===== src/rtl/prc_pkg.sv =====
package prc_pkg;

  typedef enum logic [1:0] {
    AK_READ      = 2'd0,
    AK_WRITE     = 2'd1,
    AK_FETCH     = 2'd2,
    AK_FETCH_ALT = 2'd3
  } acc_kind_e;

  localparam logic [1:0] AP_NONE      = 2'd0;
  localparam logic [1:0] AP_PRIV_RW   = 2'd1;
  localparam logic [1:0] AP_READ_ONLY = 2'd2;
  localparam logic [1:0] AP_FULL      = 2'd3;

  localparam int SUB_LOG2   = 3;
  localparam int SIZE_MIN   = 5;
  localparam int SIZE_CODE_W = 6;

endpackage


===== src/rtl/prc_region_match.sv =====
module prc_region_match
  import prc_pkg::*;
#(
  parameter int ADDR_W = 32
) (
  input  logic [ADDR_W-1:0]          addr,
  input  logic [ADDR_W-1:0]          base,
  input  logic [SIZE_CODE_W-1:0]     size_log2,
  input  logic                       en,
  input  logic [(1<<SUB_LOG2)-1:0]   sub_off,
  output logic                       match
);

  logic [ADDR_W-1:0]   keep_mask;
  logic [ADDR_W-1:0]   diff;
  logic [SUB_LOG2-1:0] sub_idx;

  always_comb begin
    if (size_log2 >= SIZE_CODE_W'(ADDR_W)) begin
      keep_mask = '0;
    end else begin
      keep_mask = {ADDR_W{1'b1}} << size_log2;
    end
    diff    = (addr ^ base) & keep_mask;
    sub_idx = SUB_LOG2'(addr >> (size_log2 - SIZE_CODE_W'(SUB_LOG2)));
    match   = en && (diff == '0) && !sub_off[sub_idx];
  end

endmodule


===== config.mk =====
export PLATFORM = sky130hd
export DESIGN_NAME = prc_region_match
export DESIGN_NICKNAME = d
export VERILOG_FILES = /design/src/rtl/prc_pkg.sv /design/src/rtl/prc_region_match.sv
export SDC_FILE = /design/constraint.sdc
export NUM_CORES = 1
export LEC_CHECK = 0
export ABC_CLOCK_PERIOD_IN_PS = 8930
export CORE_UTILIZATION = 46
export DETAILED_ROUTE_END_ITERATION = 6
export MAX_ROUTING_LAYER = met4
export PLACE_DENSITY_LB_ADDON = 0.05
export SYNTH_ARGS = -nofsm -noshare
export SYNTH_HDL_FRONTEND = slang
export SYNTH_SLANG_ARGS = --single-unit

===== constraint.sdc =====
create_clock -name vclk -period 8.93
set_clock_uncertainty 0.2 [all_clocks]
set_input_delay 0.893 -clock vclk [all_inputs]
set_output_delay 0.893 -clock vclk [all_outputs]
set_load 0.01 [all_outputs]

==> impl_metrics.tcl <==
set metrics [dict create \
    status "finished, final reports clean" \
    total_power_mw 0.149 \
    antenna_found_initial 0 \
    first_pass_iters 4 \
    synth_seq_area_share 0 \
    tns_ns 0 \
    port-buffer-count 80 \
    utilization 0.752 \
    netlist_instances 160 \
    leakagePower_nw 0.852 \
    yosys.area.top_type "mux4_2" \
    worstPathArrival_ns 5.50 \
    fill_cells 245 \
    synth_area_leaders "mux4_2, xnor2_1, xor2_1, mux4_1, mux2i_1" \
    grt_max_degree 21 \
    fin_crit_sh 0.738 \
    drv_slew 0 \
    worstSetupStartpointType "primary input" \
    yosysUniqueCellTypes 41 \
    max_cap_viol_count 0 \
    cp-end-kind "output port" \
    setup_ws_ns 2.34 \
    min_path_type "primary input to output port" \
    pre_cts_ws_ns 2.34 \
    rsz0062_at_grt "no" \
    dp_hpwl_mm 4.31 \
    relSlewSlack 0.370 \
    syn2layout_area_growth_pct 51.9 \
    nNetsFinal 315 \
    grt_usage 0.307 \
    ioPinCount 80 \
    fmax_mhz 152 \
    post_cts_buffers 0 \
    cp_max_fo 20 \
    crit_type "primary input to output port" \
    wire_per_inst_um 18.8 \
    postCtsHoldBufs 0 \
    hold_path_end "match" \
    place_inst 274 \
    vias_per_cell 6.26 \
    initial_core_util 0.495 \
    synth_warnings 0 \
    antennaDiodeCount 0 \
    setup_viol 0 \
    drcViolationCount 0 \
    grt_overflow 0 \
    drt-initial-drc-count 67 \
    holdPathStages 5 \
    syn_area_um2 1550 \
    std_cell_rows 20 \
    hold_viol 0 \
    min_period_ns 6.59 \
    p_per_area_nw_per_um2 63.3 \
    core_um2 3130 \
    hp-start "en" \
    synth_top_area_frac 0.276 \
    dieArea_um2 3600 \
    nClkBuffers 0 \
    synth_most_common_cell "xnor2_1" \
    n_sequential_cell 0 \
    tightest_slew_ns 0.942 \
    cp.required_ns 7.84 \
    place.gp.congestion 0.833 \
    peakVddDrop_v 0.0000368 \
    ys_top_cells_by_count "xnor2_1, mux4_2, xor2_1" \
    drt-total-wl_mm 5.16 \
    ctsResizeCount 0 \
    grt_pass1_wl_mm 8.00 \
    grt_pass1_vias 1669 \
    vias 1714 \
    avgSynthCellArea_um2 9.68 \
    instances_no_fill 274 \
    die_w_um 60.0 \
    synth_fp_nets 243 \
    drive_above_1_share 0.122 \
    die_h_um 60.0 \
    regArea_um2 0 \
    ant_nets 0 \
]
==> logic make-up after synthesis <==
logic type,synth area share
AND/OR/NAND/NOR,0.106
buffers and inverters,0.0549
multiplexers,0.422
AO/OA/AOI/OAI,0.182
XOR/XNOR,0.204
adder cells (fa/ha/maj),0.0323
==> how the worst max path moves through the flow <==
stage / endpoint / cells after the start / startpoint / slack (ns)
after floorplan: match / 12 / size_log2[0] / 4.20
after global placement: match / 10 / size_log2[0] / 2.47
after detailed placement: match / 10 / size_log2[0] / 2.34
after CTS: match / 10 / size_log2[0] / 2.34
after global routing: match / 10 / size_log2[0] / 2.02
final: match / 11 / size_log2[0] / 2.34
==> per-layer routing <==
layer / wire [µm] / part of all wire / track usage / vias to the layer above
met5: 0 / 0 / - / -
met4: 46 / 0.0089 / 0.0332 / 0
met3: 320 / 0.062 / 0.00649 / 6
met2: 2710 / 0.52 / 0.549 / 81
met1: 2090 / 0.40 / 0.402 / 839
li1: - / - / - / 788
==> power breakdown <==
part / switching (mW) / internal [mW] / total, mW / leakage (nW)
Combinational: 0.0618 / 0.0871 / 0.149 / 0.852
Clock: 0 / 0 / 0 / 0
Sequential: 0 / 0 / 0 / 0
Total: 0.0618 / 0.0871 / 0.149 / 0.852
==> critical path: stages <==
cell	delay (ns)
clkdlybuf4s50_1	0.90
ha_1	0.49
ha_1	0.76
mux4_1	0.44
mux2_2	0.29
or3_4	0.35
and4_4	0.22
a2111oi_2	0.37
a31o_1	0.14
o211a_1	0.13
clkdlybuf4s50_1	0.53
==> cells in the final DEF, fill, tap and decap left out, types with 2 or more instances in the layout <==
cell / synthesis / routed
nor2_1: 8 / 8
mux4_2: 19 / 19
a21oi_1: 6 / 6
nor3_1: 3 / 3
a31oi_1: 4 / 4
o41ai_1: 3 / 3
or3_4: 2 / 2
o211a_1: 2 / 2
nand2_1: 3 / 3
nand3_1: 5 / 5
o21ai_0: 9 / 9
xnor2_1: 20 / 20
mux2i_1: 6 / 6
mux2_2: 3 / 3
clkdlybuf4s50_1: 0 / 80
o211ai_1: 2 / 2
xor2_1: 16 / 16
inv_1: 9 / 9
mux4_1: 5 / 5
a41oi_1: 4 / 4
ha_1: 4 / 4
==> final cells by class <==
type	count	area (µm²)	share of cell area
inverters	9	33.8	0.0144
repair buffers	80	801	0.340
multi-input cells	141	1460	0.622
well taps	44	55.1	0.0234
==> stage by stage <==
step / hold slack (ns) / cell area (µm²)
floorplan: 1.82 / 1550
finish: 2.78 / 2350
global route: 2.84 / 2350
global placement: 2.78 / 2350
detailed placement: 2.78 / 2350
CTS: 2.78 / 2350
(Power assumes the default switching activity.)
